<file path="config.mk">
export PLATFORM = sky130hd
export DESIGN_NAME = data_addr_gen
export DESIGN_NICKNAME = d
export VERILOG_FILES = /design/src/rtl/data_addr_gen.sv
export SDC_FILE = /design/constraint.sdc
export NUM_CORES = 1
export LEC_CHECK = 0
export BUFFER_PORTS_ARGS = -buffer_cell sky130_fd_sc_hd__clkbuf_2
export CORE_MARGIN = 5
export CORE_UTILIZATION = 50
export CTS_BUF_LIST = sky130_fd_sc_hd__clkbuf_2 sky130_fd_sc_hd__clkbuf_4 sky130_fd_sc_hd__clkbuf_8
export CTS_CLUSTER_DIAMETER = 80
export DETAILED_ROUTE_END_ITERATION = 6
export GPL_ROUTABILITY_DRIVEN = 0
export MAX_ROUTING_LAYER = met4
export PLACE_DENSITY = 0.74
export SLEW_MARGIN = 10
export SYNTH_ARGS = -nofsm -noshare
export SYNTH_HDL_FRONTEND = slang
export SYNTH_SLANG_ARGS = --single-unit
</file>
<file path="constraint.sdc">
create_clock -name clk -period 6.3 [get_ports clk]
set_input_delay 0.63 -clock clk [delete_from_list [all_inputs] [get_ports clk]]
set_output_delay 0.63 -clock clk [all_outputs]
set_load 0.005 [all_outputs]
</file>
<file path="src/rtl/data_addr_gen.sv">
module data_addr_gen #(
  parameter int AW = 16,
  parameter int DISP_W = 6,
  parameter logic [AW-1:0] RAMEND = 16'h045F,
  parameter logic [AW-1:0] IO_BASE = 16'h0020,
  parameter logic [AW-1:0] SRAM_BASE = 16'h0060
) (
  input  logic              clk,
  input  logic              rst_n,
  input  logic              acc_valid,
  input  logic [3:0]        acc_mode,
  input  logic [1:0]        acc_ptr,
  input  logic [DISP_W-1:0] acc_disp,
  input  logic [AW-1:0]     acc_direct,
  input  logic              ld_valid,
  input  logic [1:0]        ld_sel,
  input  logic [AW-1:0]     ld_value,
  output logic [AW-1:0]     ea,
  output logic [1:0]        ea_region,
  output logic              ea_strobe,
  output logic              pm_hi_byte,
  output logic              range_err,
  output logic              mode_err,
  output logic [AW-1:0]     ptr_x,
  output logic [AW-1:0]     ptr_y,
  output logic [AW-1:0]     ptr_z,
  output logic [AW-1:0]     sp_out
);
  localparam logic [3:0] M_DIR = 4'd0, M_IND = 4'd1, M_DISP = 4'd2, M_PINC = 4'd3,
                         M_PDEC = 4'd4, M_PUSH = 4'd5, M_POP = 4'd6, M_PM = 4'd7,
                         M_PMINC = 4'd8;
  localparam logic [AW-1:0] ONE = AW'(1);

  logic [AW-1:0] ptr_q [3];
  logic [AW-1:0] sp_q;
  logic [AW-1:0] sel;
  logic          bad, is_data, ptr_wb, sp_wb;
  logic [1:0]    wb_idx;
  logic [AW-1:0] wb_val, sp_val, addr;

  assign sel = (acc_ptr == 2'd0) ? ptr_q[0] :
               (acc_ptr == 2'd1) ? ptr_q[1] : ptr_q[2];

  always_comb begin
    addr    = '0;
    bad     = 1'b0;
    is_data = 1'b1;
    ptr_wb  = 1'b0;
    wb_idx  = acc_ptr;
    wb_val  = sel;
    sp_wb   = 1'b0;
    sp_val  = sp_q;
    pm_hi_byte = 1'b0;
    case (acc_mode)
      M_DIR:  addr = acc_direct;
      M_IND: begin
        addr = sel;
        bad  = (acc_ptr == 2'd3);
      end
      M_DISP: begin
        addr = sel + AW'(acc_disp);
        bad  = (acc_ptr == 2'd0) || (acc_ptr == 2'd3);
      end
      M_PINC: begin
        addr   = sel;
        bad    = (acc_ptr == 2'd3);
        ptr_wb = 1'b1;
        wb_val = sel + ONE;
      end
      M_PDEC: begin
        addr   = sel - ONE;
        bad    = (acc_ptr == 2'd3);
        ptr_wb = 1'b1;
        wb_val = sel - ONE;
      end
      M_PUSH: begin
        addr   = sp_q;
        sp_wb  = 1'b1;
        sp_val = sp_q - ONE;
      end
      M_POP: begin
        addr   = sp_q + ONE;
        sp_wb  = 1'b1;
        sp_val = sp_q + ONE;
      end
      M_PM, M_PMINC: begin
        is_data    = 1'b0;
        addr       = {1'b0, ptr_q[2][AW-1:1]};
        pm_hi_byte = ptr_q[2][0];
        wb_idx     = 2'd2;
        ptr_wb     = (acc_mode == M_PMINC);
        wb_val     = ptr_q[2] + ONE;
      end
      default: bad = 1'b1;
    endcase
  end

  assign ea        = addr;
  assign ea_region = !is_data ? 2'd3 :
                     (addr < IO_BASE) ? 2'd0 :
                     (addr < SRAM_BASE) ? 2'd1 : 2'd2;
  assign mode_err  = acc_valid && bad;
  assign range_err = acc_valid && !bad && is_data && (addr > RAMEND);
  assign ea_strobe = acc_valid && !bad && !(is_data && (addr > RAMEND));

  always_ff @(posedge clk or negedge rst_n) begin
    if (!rst_n) begin
      ptr_q[0] <= '0;
      ptr_q[1] <= '0;
      ptr_q[2] <= '0;
      sp_q     <= RAMEND;
    end else begin
      if (acc_valid && !bad && ptr_wb) ptr_q[wb_idx] <= wb_val;
      if (acc_valid && !bad && sp_wb)  sp_q <= sp_val;
      if (ld_valid) begin
        if (ld_sel == 2'd3) sp_q <= ld_value;
        else                ptr_q[ld_sel] <= ld_value;
      end
    end
  end

  assign ptr_x  = ptr_q[0];
  assign ptr_y  = ptr_q[1];
  assign ptr_z  = ptr_q[2];
  assign sp_out = sp_q;

  assert_oor_blocks_strobe_R4: assert property (@(posedge clk) disable iff (!rst_n)
    range_err |-> !ea_strobe);

  assert_sram_bounds_R3: assert property (@(posedge clk) disable iff (!rst_n)
    (ea_strobe && ea_region == 2'd2) |-> (ea >= SRAM_BASE && ea <= RAMEND));

  assert_reject_holds_R7: assert property (@(posedge clk) disable iff (!rst_n)
    (mode_err && !ld_valid) |=> ($stable(ptr_x) && $stable(ptr_y) && $stable(ptr_z) && $stable(sp_out)));

  assert_reject_quiet_R7: assert property (@(posedge clk) disable iff (!rst_n)
    mode_err |-> (!ea_strobe && !range_err));

  assert_postinc_wb_R8: assert property (@(posedge clk) disable iff (!rst_n)
    (acc_valid && acc_mode == M_PINC && acc_ptr == 2'd1 && !ld_valid) |=> ptr_y == $past(ea) + ONE);

  assert_predec_wb_R9: assert property (@(posedge clk) disable iff (!rst_n)
    (acc_valid && acc_mode == M_PDEC && acc_ptr == 2'd0 && !ld_valid) |=> ptr_x == $past(ea));

  assert_push_wb_R10: assert property (@(posedge clk) disable iff (!rst_n)
    (acc_valid && acc_mode == M_PUSH && !ld_valid) |=> sp_out == $past(ea) - ONE);

  assert_pop_wb_R11: assert property (@(posedge clk) disable iff (!rst_n)
    (acc_valid && acc_mode == M_POP && !ld_valid) |=> sp_out == $past(ea));
endmodule

</file>
Word level (Yosys, flattened, before mapping)
Index checks and enable logic that the tools add are counted.

Flip-flop bits (word level): 64. Bits in latches: 0. RAM bits: 0. ROM bits: 0. Input bits: 50. Output and inout port bits: 86. Logic and storage cells: 77. Memories kept: 0.

$add $sub $neg: 6. $mul: 0. Div/mod/pow operators: 0. $lt $le $gt $ge: 7. Equal/unequal tests: 11. Shift operators: 0. Muxes and demuxes: 26. Bitwise operators: 2. Reductions and logical operators: 21.

Operators with widths (number): 48-bit 2-to-1 mux (3); 16-bit 2-to-1 mux (7); 16-bit one-hot mux with 7 select lines (1); 48-bit bitwise mux (2); 16-bit demux with 2-bit select (2); 16-bit by 1-bit adder with 16-bit output (second input constant) (3); 16-bit one-hot mux with 3 select lines (1); 16-bit one-hot mux with 2 select lines (1); 16-bit by 1-bit subtractor with 16-bit output (second input constant) (2); 16-bit by 6-bit adder with 16-bit output (1); 4-bit by 3-bit == test with 1-bit output (second input constant) (4); 16-bit by 11-bit greater-than comparator with 1-bit output (second input constant) (1); 16-bit by 6-bit less-than comparator with 1-bit output (second input constant) (1); 16-bit by 7-bit less-than comparator with 1-bit output (second input constant) (1); 1-bit logical AND (10); 4-bit by 2-bit == test with 1-bit output (second input constant) (2); 2-bit 2-to-1 mux (4); 2-bit OR reduction (4); 3-bit greater-or-equal comparator (second input constant) (2); 3-bit by 1-bit less-than comparator with 1-bit output (second input constant) (2); 2-bit NOT with 3-bit output (2); 5-bit OR reduction (1); 2-bit == test (second input constant) (2); 4-bit by 1-bit == test with 1-bit output (second input constant) (1); 10 further kinds (13).

Depth between registers and ports, before layout
Gate-level depths: netlist of the first run.

Depth in word-level cells: 13. Mapped depth: 18. Mapped depth without buffers: 15.

Worst setup path before layout of the first run
Ideal clock, no wire load.

Kind: input-to-output. Start: input acc_ptr[1]. End: output ea_strobe. Arrival: 3.918 ns. Required time: 5.670 ns. Slack: 1.752 ns. Stages: 16. Path buffers: 3. Cell sequence: inv_1 -> ha_1 -> buf_6 -> buf_6 -> mux2i_1 -> o21ai_1 -> buf_2 -> ha_1 -> a21o_1 -> a221o_1 -> and3_1 -> o21ai_0 -> o211ai_1 -> or4b_4 -> a31oi_1 -> o21a_1.

Word-level cells in the longest chain between the ends: 9. Elaborated cells on any way between the ends: 16. Classes of those cells: add/sub (2); order compare (1); eq/ne (2); mux (4); reduce/logical (7).

Ends and longest elaborated chain: start, declared (RTL line 12) `input logic [1:0] acc_ptr,`; 2-bit by 1-bit == test with 1-bit output (RTL line 42) `(acc_ptr == 2'd1) ? ptr_q[1] : ptr_q[2];`; 16-bit 2-to-1 mux (RTL line 42); 16-bit 2-to-1 mux (*) (RTL line 41) `assign sel = (acc_ptr == 2'd0) ? ptr_q[0] :`; 16-bit by 1-bit subtractor with 16-bit output / 16-bit by 6-bit adder with 16-bit output (equally long branches) (RTL line 71, 61); 16-bit one-hot mux with 7 select lines (*) (RTL line 54) `case (acc_mode)`; named net ea[9] (RTL line 18) `output logic [AW-1:0] ea,`; 16-bit by 11-bit greater-than comparator with 1-bit output (*) (RTL line 104) `assign ea_strobe = acc_valid && !bad && !(is_data && (addr > RAMEND));`; 1-bit logical AND (*) (RTL line 104); 1-bit logical NOT (*) (RTL line 104); 1-bit logical AND (*) (RTL line 104); end, declared (RTL line 20) `output logic ea_strobe,`.

Mark *: on every way through the listed nets, which the timed path passes. The rest lies on a longest branch.

Final worst setup path of the first run
Start: input acc_ptr[1]. End: output ea_strobe.

Word-level cells in the longest chain between the ends: 9. Elaborated cells on any way between the ends: 16. Classes of those cells: add/sub (2); order compare (1); eq/ne (2); mux (4); reduce/logical (7).

Ends and longest elaborated chain (RTL line): 2-bit by 1-bit == test with 1-bit output (42); 16-bit 2-to-1 mux (42); 16-bit 2-to-1 mux (41); 16-bit by 1-bit subtractor with 16-bit output / 16-bit by 6-bit adder with 16-bit output (equally long branches) (71, 61); 16-bit one-hot mux with 7 select lines (54); 16-bit by 11-bit greater-than comparator with 1-bit output (104); 1-bit logical AND (104); 1-bit logical NOT (104); 1-bit logical AND (*) (104).

Mark *: on every way between the ends. The rest lies on a longest branch, timed or not.

==> results by group, run 1 <==
Status
  – Outcome: complete, no violations

Timing
  – Worst-Margin Slew: 1.21 ns
  – Slew Limit Fails: 0
  – Final TNS setup: 0 ns
  – Final setup viols: 0
  – Skew final: 0.00935 ns
  – Slew HR: 0.195
  – Final Hold Vio Count: 0
  – Tcrit/Tclk final: 0.805
  – Final min period: 5.07 ns
  – RSZ-0062 raised after global routing: no
  – Fmax: 0.197 GHz

Cells and area
  – Commonest non-fill, non-tap cells in the layout: 135 x clkbuf_2, 109 x nand2_1, 94 x nor2_1
  – Layout Nets: 1037
  – Final Core Density: 0.576
  – Layout area overhead: 13.7%
  – FILL cells: 1259
  – Commonest non-fill, non-tap cell in the layout: clkbuf_2
  – Seq. cell area: 1610 um^2
  – Share of layout cells above drive strength 1: 0.219
  – Ant. Diodes: 0
  – Multi-input gate area: 4700 um^2

Yosys
  – Synthesized instance count: 879
  – Post-synth ARST share: 1.00
  – Post-synth cell types: 72
  – YS warnings: 0
  – Number of synthesized flops with an enable pin: 0
  – #FFs+latches synth: 64
  – Sequential area share after synthesis: 0.242
  – Syn nets: 944
  – Synthesized area: 6660 um^2
  – Syn avg cell area: 7.57 um^2
  – Post-synth top flop: dfrtp_1

Floorplanning
  – Chip width: 125 um
  – Die ar.: 15700 um^2
  – Row Count: 42
  – Starting Density: 0.507
  – Die height: 125 um
  – CORE AREA: 13100 um^2
  – Ports: 136

Critical path
  – Worst setup SP type: primary input
  – Critical path required time: 5.67 ns
  – CP Max Fanout: 15
  – Critical Path End Type: output pin
  – Critical path class: in -> out
  – Worst EP arrival: 4.44 ns

Drt
  – Drt drc: 0
  – Vias: 7598
  – First drt pass iteration count: 6
  – Avg WL per Cell: 22.0 um
  – DRT antenna net count: 0
  – Vias per inst: 6.60
  – Drt total wl: 25400 um
  – Iter 0 DRT Violations: 1142

CTS
  – CTS HTree Levels: 3
  – Root Driver: clkbuf_8
  – Clock transition at the registers of the reported paths: 0.07 ns
  – CTS max path bufs: 2
  – Num CTS Buffers: 9
  – Worst-Skew Late Latency: 0.35 ns
  – Post-CTS Setup Bufs: 0
  – CTS tree: done
  – CTS Hold Bufs: 0
  – Num Clock Sinks: 64
  – Cts repair resizes: 0

Global route
  – Largest net degree at the start of global routing: 65
  – Initial antenna violation count: 0
  – First-pass GRT wire length: 38800 um
  – Gr usage total: 0.320
  – Grt ovf: 0
  – Vias in the first global route: 6717

Placed design
  – PortBufs: 135
  – HPWL after detailed placement: 19300 um

Power
  – Power Density: 250 nW/um^2
  – Leakage: 0.00310 uW
  – Peak VDD IR: 0.172 mV

Run
  – Max cap viols: 0

Min path
  – Hold Path Class: in -> async
-- flip-flops by register name (all words and copies together) (netlist names) --
signal and flops:
ptr_x 16, ptr_y 16, ptr_z 16, sp_out 16
-- path summary, 6_finish.rpt --
| check | from | end | slack (ns) | cells past startpoint |
|---|---|---|---|---|
| hold / removal | rst_n | sp_out[8] | 0.45 | 2 |
| max in group asynchronous | rst_n | ptr_y[15] | 5.31 | 2 |
| min in group clk | ld_value[1] | ptr_x[1] | 0.55 | 3 |
| setup / recovery | acc_ptr[1] | ea_strobe | 1.23 | 17 |
| hold reg to reg | ptr_y[15] | ptr_y[15] | 0.58 | 2 |
| setup reg to reg | ptr_z[1] | ptr_x[12] | 2.79 | 11 |
-- critical path, cell delays in order --
cell and delay, ns:
clkbuf_2 0.11, inv_1 0.10, ha_1 0.15, buf_4 0.25
mux2i_1 0.15, o21ai_1 0.46, ha_1 0.39, a21oi_1 0.19
nand2_1 0.12, a221o_1 0.38, and3_1 0.20, o21ai_0 0.14
o211ai_1 0.13, or4b_4 0.59, a31oi_1 0.18, o21a_1 0.15
clkbuf_2 0.11
-- synthesized netlist by cell type, types with 18 or more instances --
master    instances  area, um^2
clkbuf_1         46         173
nor3_1           22         110
dfrtp_1          57        1430
o21ai_1          22         110
nor2_1           95         357
mux2i_1          40         400
nand3_1          18        90.1
xnor2_1          24         210
xor2_1           24         210
a21oi_1          58         290
nand2_1         109         409
o21ai_0          86         430
-- stage by stage --
step	instance area (um^2)	worst slack, ns	cells	hold slack, ns	power (uW)
4_1_cts	7570	1.27	1152	0.472	1860
2_1_floorplan	6660	1.75	879	0.334	1160
5_1_grt	7570	0.927	1152	0.525	1990
3_5_place_dp	7360	1.27	1137	0.584	1500
6_report	7570	1.23	1152	0.451	1890
3_3_place_gp	7360	1.38	1137	0.574	1490
-- cell families after synthesis --
kind of cell / count (synthesis) / share of synthesized area
buffers and inverters: 78 / 0.0547
AOI/OAI and AO/OA: 293 / 0.281
xor gates and xnor gates: 48 / 0.0632
and+or+nand+nor: 334 / 0.256
DFF: 64 / 0.242
muxes: 47 / 0.0741
adders and majority gates: 15 / 0.0293
-- final cells by class --
class | instances | share of cell area
Clock inverter | 3 | 0.00529
Tap cell | 176 | 0.0291
Clock buffer | 12 | 0.0218
Multi-Input combinational cell | 737 | 0.621
Inverter | 9 | 0.00446
Sequential cell | 64 | 0.213
Timing Repair Buffer | 151 | 0.105
-- where the power goes --
part	internal, uW	switching (uW)
clock network	212	155
registers	499	182
logic	341	503
total	1050	839
-- per-layer routing --
metal,up-vias,wire length (um),global-route usage,share of wire
met4,0,1480,0.163,0.058
met3,90,3160,0.0721,0.12
met5,-,0,-,0
met1,3493,10200,0.439,0.40
li1,3439,-,-,-
met2,576,10600,0.440,0.42
No activity file was read; power rests on OpenSTA's default activity.
==> inputs of run 2 (changes only) <==
- ABC_AREA: unset -> 1
- PLACE_DENSITY: 0.74 -> 0.76
- clock period: 6.3 -> 4.2 ns (I/O delays scaled with it)
==> run 2 against run 1 <==
  * Power increased by 45%
  * Combinational power rose by 53%
  * Utilization up 0.88 points
  * Highest routed layer unchanged
==> results by group, run 2 <==
Status
  – Outcome: complete, no violations

Floorplanning
  – Row Count: 42 (unchanged)
  – Chip width: 127 um (+1.4%)
  – Starting Density: 0.514 (+0.00768)
  – Die height: 127 um (+1.4%)
  – Die ar.: 16200 um^2 (+2.9%)
  – CORE AREA: 13300 um^2 (+1.6%)
  – Ports: 136 (unchanged)

CTS
  – Num Clock Sinks: 64 (unchanged)
  – CTS HTree Levels: 3 (unchanged)
  – Clock transition at the registers of the reported paths: 0.07 ns (about the same)
  – Cts repair resizes: 0 (unchanged)
  – CTS tree: done
  – Worst-Skew Late Latency: 0.35 ns (about the same)
  – Num CTS Buffers: 9 (unchanged)
  – Post-CTS Setup Bufs: 0 (unchanged)
  – Root Driver: clkbuf_8
  – CTS Hold Bufs: 0 (unchanged)
  – CTS max path bufs: 2 (unchanged)

Yosys
  – Synthesized instance count: 1117 (+27%)
  – YS warnings: 0 (unchanged)
  – Top post-synthesis cells by count: 295 x nand2_1, 114 x a21oi_1, 114 x nor2_1
  – Top cell type's share of synthesized area: 0.208 (-0.00652)
  – Xor/xnor share of the synthesized area: 0.0102 (-0.0530)
  – Post-synth top flop: dfrtp_1
  – Largest family of logic cells by synthesized area: simple AND/OR/NAND/NOR gates
  – Post-Synth Adder-Cell Area: 0.0284 (-0.000893)
  – Multiplexer share of the synthesized area: 0 (-0.0741)
  – Number of synthesized flops with an enable pin: 0 (unchanged)
  – Syn avg cell area: 6.15 um^2 (-19%)
  – #FFs+latches synth: 64 (unchanged)
  – Yosys top cell by area: dfrtp_1
  – Most frequent cell after synthesis: nand2_1
  – Synth top area cells: dfrtp_1 21%, nand2_1 16%, a21oi_1 8.3%
  – Synthesized area: 6860 um^2 (+3.1%)
  – Post-synth cell types: 49 (-32%)
  – Synth Area in Compound Gates: 0.220 (-0.0614)
  – Post-synthesis simple-gate area fraction: 0.406 (+0.151)
  – Syn nets: 1182 (+25%)
  – Sequential area share after synthesis: 0.235 (-0.00737)
  – Post-synth ARST share: 1.00 (unchanged)

Timing
  – Skew final: 0.00794 ns (-0.00140 ns)
  – Slew Limit Fails: 0 (unchanged)
  – Worst-Margin Slew: 0.804 ns (-0.402 ns)
  – Slew HR: 0.464 (+0.269)
  – RSZ-0062 raised after global routing: no
  – Final setup viols: 0 (unchanged)
  – Final min period: 3.85 ns
  – Tcrit/Tclk final: 0.918
  – Final TNS setup: 0 ns (unchanged)
  – Fmax: 0.260 GHz
  – Worst hold slack: 0.153 ns (-0.298 ns)
  – Final Hold Vio Count: 0 (unchanged)

Drt
  – Drt drc: 0 (unchanged)
  – Vias per inst: 5.94 (-9.9%)
  – Iter 0 DRT Violations: 996 (-13%)
  – Drt total wl: 26000 um (+2.6%)
  – Avg WL per Cell: 18.4 um (-16%)
  – Vias: 8393 (+10%)
  – First drt pass iteration count: 5 (-1)
  – DRT antenna net count: 0 (unchanged)

Cells and area
  – Seq. cell area: 1610 um^2 (unchanged)
  – Layout area overhead: 13.8% (about the same)
  – Multi-input gate area: 4570 um^2 (-3.0%)
  – Final Instance Area: 7810 um^2 (+3.2%)
  – Ant. Diodes: 0 (unchanged)
  – Layout Nets: 1297 (+25%)
  – Share of layout cells above drive strength 1: 0.213 (-0.00665)
  – FILL cells: 1344 (+6.8%)
  – Commonest non-fill, non-tap cells in the layout: 294 x nand2_1, 135 x clkbuf_2, 114 x nor2_1, 114 x a21oi_1, 104 x inv_1
  – Commonest non-fill, non-tap cell in the layout: nand2_1

Min path
  – Hold Path Class: in -> async

Placed design
  – Placed Area: 7620 um^2 (+3.4%)
  – PortBufs: 135 (unchanged)
  – HPWL after detailed placement: 20600 um (+7.1%)

Critical path
  – Number of buffers and inverters on the critical path: 7 (+3)
  – Top delay family on crit path: simple AND/OR/NAND/NOR gates
  – Critical Path End Type: output pin
  – Critical path class: in -> out
  – Crit-path most repeated cell: nand2_1
  – CP max stage cell: fa_1
  – Worst setup SP type: primary input
  – Critical path required time: 3.78 ns (-1.89 ns)
  – Worst EP arrival: 3.43 ns (-1.01 ns)
  – Max incr delay on CP: 0.45 ns (-0.14 ns)
  – CP Max Fanout: 7 (-8)

Global route
  – Largest net degree at the start of global routing: 37 (-43%)
  – Gr usage total: 0.328 (+0.00816)
  – Vias in the first global route: 7627 (+14%)
  – Initial antenna violation count: 0 (unchanged)
  – First-pass GRT wire length: 41200 um (+6.0%)
  – Grt ovf: 0 (unchanged)

Run
  – Max cap viols: 0 (unchanged)

Power
  – Peak VDD IR: 0.285 mV (+66%)
  – Power Density: 350 nW/um^2 (+40%)
  – Leakage: 0.00380 uW (+22%)
==> run 2: cell types whose count changed in the layout (fill, tap and decap cells not counted), moves of 18 or more <==
cell | previous run | this run
mux2i_1 | 40 | 0
xor2_1 | 24 | 6
inv_1 | 9 | 104
xnor2_1 | 24 | 2
nor2_1 | 94 | 114
o21ai_0 | 86 | 57
nand3_1 | 18 | 96
a21oi_1 | 58 | 114
nand2_1 | 109 | 294
==> run 2: kinds of logic after synthesis <==
kind of cell	count (synthesis)
simple gates	609
compound gates	256
buf+inv	165
flops	64
fa+ha+maj	15
xor+xnor	8
==> run 2: worst paths after layout <==
check	slack [ns]	endpoint	cells after the start	start
min reg2reg	0.53	sp_out[1]	2	sp_out[1]
min in group clk	0.37	sp_out[4]	3	ld_value[4]
max in group asynchronous	3.10	ptr_z[4]	2	rst_n
max reg2reg	1.69	sp_out[10]	13	sp_out[1]
max	0.35	ea_strobe	25	acc_ptr[0]
min	0.15	sp_out[5]	1	rst_n
==> run 2: power by group <==
part | total, uW | internal, uW | switching [uW]
Combinational | 1290 | 458 | 830
Clock | 507 | 268 | 239
Sequential | 941 | 745 | 196
Total | 2740 | 1470 | 1260
==> run 2: cell type report <==
| type | instances | share of cell area |
|---|---|---|
| repair buffers | 147 | 0.0981 |
| inverters | 122 | 0.0590 |
| clock buffers | 9 | 0.0159 |
| flip-flops and latches | 64 | 0.206 |
| well taps | 176 | 0.0282 |
| clock inverters | 7 | 0.00801 |
| multi-input cells | 888 | 0.585 |
==> run 2: routing by layer <==
layer,vias up,global-route usage,share of wire
li1,3966,-,-
met1,3798,0.449,0.41
met2,548,0.466,0.42
met3,81,0.0659,0.12
met4,0,0.151,0.052
met5,-,-,0
==> run 2: metrics by stage <==
| stage | power [uW] | cells | setup WS (ns) | utilization |
|---|---|---|---|---|
| floorplan | 1710 | 1117 | 0.804 | - |
| global placement | 2180 | 1397 | 0.379 | 0.571 |
| detailed placement | 2190 | 1397 | 0.295 | 0.571 |
| CTS | 2710 | 1413 | 0.294 | 0.585 |
| global route | 2930 | 1413 | 0.0182 | 0.585 |
| finish | 2740 | 1413 | 0.346 | 0.585 |
==> inputs of run 3 (changes only) <==
- ABC_AREA: 1 -> unset
- PLACE_DENSITY: 0.76 -> 0.77
==> run 3 against run 2 <==
  * Register-to-register slack got worse by 0.88 ns
  * Wire length rose by 3.0%
  * Global-route usage rose by 0.55 points
  * Critical path type unchanged
  * Sequential share of layout area fell by 1.2 points
  * Worst hold slack improved by 0.023 ns
  * Die area fell by 2.8%
  * Critical path depth fell by 9
  * Utilization rose by 4.7 points
  * Worst setup slack got worse by 0.27 ns
  * Largest power group unchanged
==> results by group, run 3 (synthesized netlist as in run 1, its figures left out) <==
Drt
  – Iter 0 DRT Violations: 1358 (+36%)
  – Drt drc: 0 (unchanged)
  – DRT antenna net count: 0 (unchanged)
  – Vias per inst: 6.54 (+10%)
  – First drt pass iteration count: 7 (+2)
  – Drt total wl: 26800 um (+3.0%)
  – Vias: 8003 (-4.6%)
  – Avg WL per Cell: 21.9 um (+19%)

Global route
  – Initial antenna violation count: 0 (unchanged)
  – Gr usage total: 0.333 (+0.00547)
  – Vias in the first global route: 7201 (-5.6%)
  – Grt ovf: 0 (unchanged)
  – First-pass GRT wire length: 40600 um (-1.4%)
  – Largest net degree at the start of global routing: 36 (-2.7%)

Timing
  – Tcrit/Tclk final: 0.981 (+0.0635)
  – Final WS setup: 0.0796 ns (-0.267 ns)
  – Final Hold Vio Count: 0 (unchanged)
  – Final TNS setup: 0 ns (unchanged)
  – Slew HR: 0.185 (-0.279)
  – Fmax: 0.243 GHz (-6.5%)
  – Skew final: 0.00575 ns (-0.00219 ns)
  – Final min period: 4.12 ns (+0.267 ns)
  – Slew Limit Fails: 0 (unchanged)
  – Final setup viols: 0 (unchanged)
  – Worst hold slack: 0.176 ns (+0.0230 ns)
  – Worst-Margin Slew: 1.22 ns (+0.417 ns)

Cells and area
  – Final Instance Area: 8300 um^2 (+6.3%)
  – Commonest non-fill, non-tap cell in the layout: clkbuf_2
  – Layout Nets: 1107 (-15%)
  – Share of layout cells above drive strength 1: 0.294 (+0.0816)
  – Ant. Diodes: 0 (unchanged)
  – Layout area overhead: 24.7%
  – Multi-input gate area: 4880 um^2 (+6.9%)
  – Final non-filler cell total: 1223 (-13%)
  – Commonest non-fill, non-tap cells in the layout: 133 x clkbuf_2, 108 x nand2_1, 93 x nor2_1
  – FILL cells: 1187 (-12%)
  – Seq. cell area: 1610 um^2 (unchanged)

Power
  – Leakage: 0.00347 uW (-8.5%)
  – Peak VDD IR: 0.251 mV (-12%)
  – Power Density: 377 nW/um^2 (+7.5%)

Critical path
  – Critical path required time: 3.78 ns (about the same)
  – Critical path class: in -> out
  – CP Max Fanout: 5 (-2)
  – Max incr delay on CP: 0.60 ns (+0.15 ns)
  – Worst setup SP type: primary input
  – Crit path cell chain: buf_2 -> inv_4 -> ha_4 -> buf_4 -> mux2i_1 -> o21ai_2 -> ha_1 -> and3_1 -> a221o_1 -> and3_1 -> o21ai_0 -> o211ai_1 -> or4b_4 -> a31oi_4 -> o21a_1 -> clkbuf_2
  – Crit-path most repeated cell: and3_1
  – Worst EP arrival: 3.70 ns (+0.27 ns)
  – CP max stage cell: or4b_4
  – Critical Path End Type: output pin

Floorplanning
  – Die ar.: 15700 um^2 (-2.8%)
  – Ports: 136 (unchanged)
  – Die height: 125 um (-1.4%)
  – CORE AREA: 13100 um^2 (-1.6%)
  – Chip width: 125 um (-1.4%)
  – Row Count: 42 (unchanged)
  – Starting Density: 0.507 (-0.00768)

Placed design
  – Pre-CTS setup slack: -0.117 ns (-0.411 ns)
  – Placed Area: 7860 um^2 (+3.2%)
  – Placed cells: 1203 (-14%)
  – PortBufs: 135 (unchanged)
  – HPWL after detailed placement: 20500 um (-0.83%)

CTS
  – Root Driver: clkbuf_8
  – CTS tree: done
  – CTS max path bufs: 2 (unchanged)
  – Clock transition at the registers of the reported paths: 0.07 ns (about the same)
  – Num CTS Buffers: 9 (unchanged)
  – Worst-Skew Late Latency: 0.35 ns (about the same)
  – CTS Hold Bufs: 0 (unchanged)
  – Num Clock Sinks: 64 (unchanged)
  – CTS HTree Levels: 3 (unchanged)

Min path
  – Hold Path Class: in -> async

Run
  – Max cap viols: 0 (unchanged)

Status
  – Outcome: complete, no violations
[run 3: changes by cell type in the layout (fill, tap and decap cells not counted), moves of 27 or more]
cell,previous run,this run
nand3_1,96,18
inv_1,104,6
o21ai_0,57,84
mux2i_1,0,37
nand2_1,294,108
a21oi_1,114,57
buf_4,12,85
[run 3: stage by stage]
step,util,total power [uW]
finish,0.632,3130
global route,0.632,3280
CTS,0.618,3010
detailed placement,0.598,2400
global placement,0.598,2380
floorplan,-,1740
[run 3: layout make-up]
class	instances	area share
multi-input cells	737	0.588
inverters	9	0.00437
well taps	176	0.0265
clock inverters	3	0.00784
flip-flops and latches	64	0.194
repair buffers	221	0.160
clock buffers	13	0.0193
[run 3: where the power goes]
group	internal [uW]	switching [uW]
Combinational	670	868
Sequential	749	243
Clock	369	228
[run 3: worst max-delay path: cells and delay by family]
kind                       cells  cell delay, ns
AOI/OAI and AO/OA              6            1.06
and+or+nand+nor                3            0.94
adders and majority gates      2            0.51
buffers and inverters          4            0.49
muxes                          1            0.26
[run 3: path summary, 6_finish.rpt]
kind / from / endpoint / slack [ns] / depth (start not counted)
worst min-delay path: rst_n / sp_out[7] / 0.18 / 1
max in group asynchronous: rst_n / sp_out[10] / 3.05 / 2
worst min register to register: ptr_y[15] / ptr_y[15] / 0.57 / 2
worst max-delay path: acc_ptr[1] / ea_strobe / 0.08 / 16
min in group clk: ld_value[1] / ptr_z[1] / 0.34 / 3
worst max register to register: ptr_z[8] / ptr_z[13] / 0.81 / 10
[run 3: repair_timing]
action                     CTS  global route
resized for setup            9            33
buffers inserted             0             4
pin swaps                    0            18
setup endpoints to repair    4             4
[run 3: metal layers]
metal,vias up,share of wire,track usage
met1,3641,0.39,0.455
li1,3577,-,-
met5,-,0,-
met2,672,0.42,0.470
met4,0,0.060,0.165
met3,113,0.14,0.0670
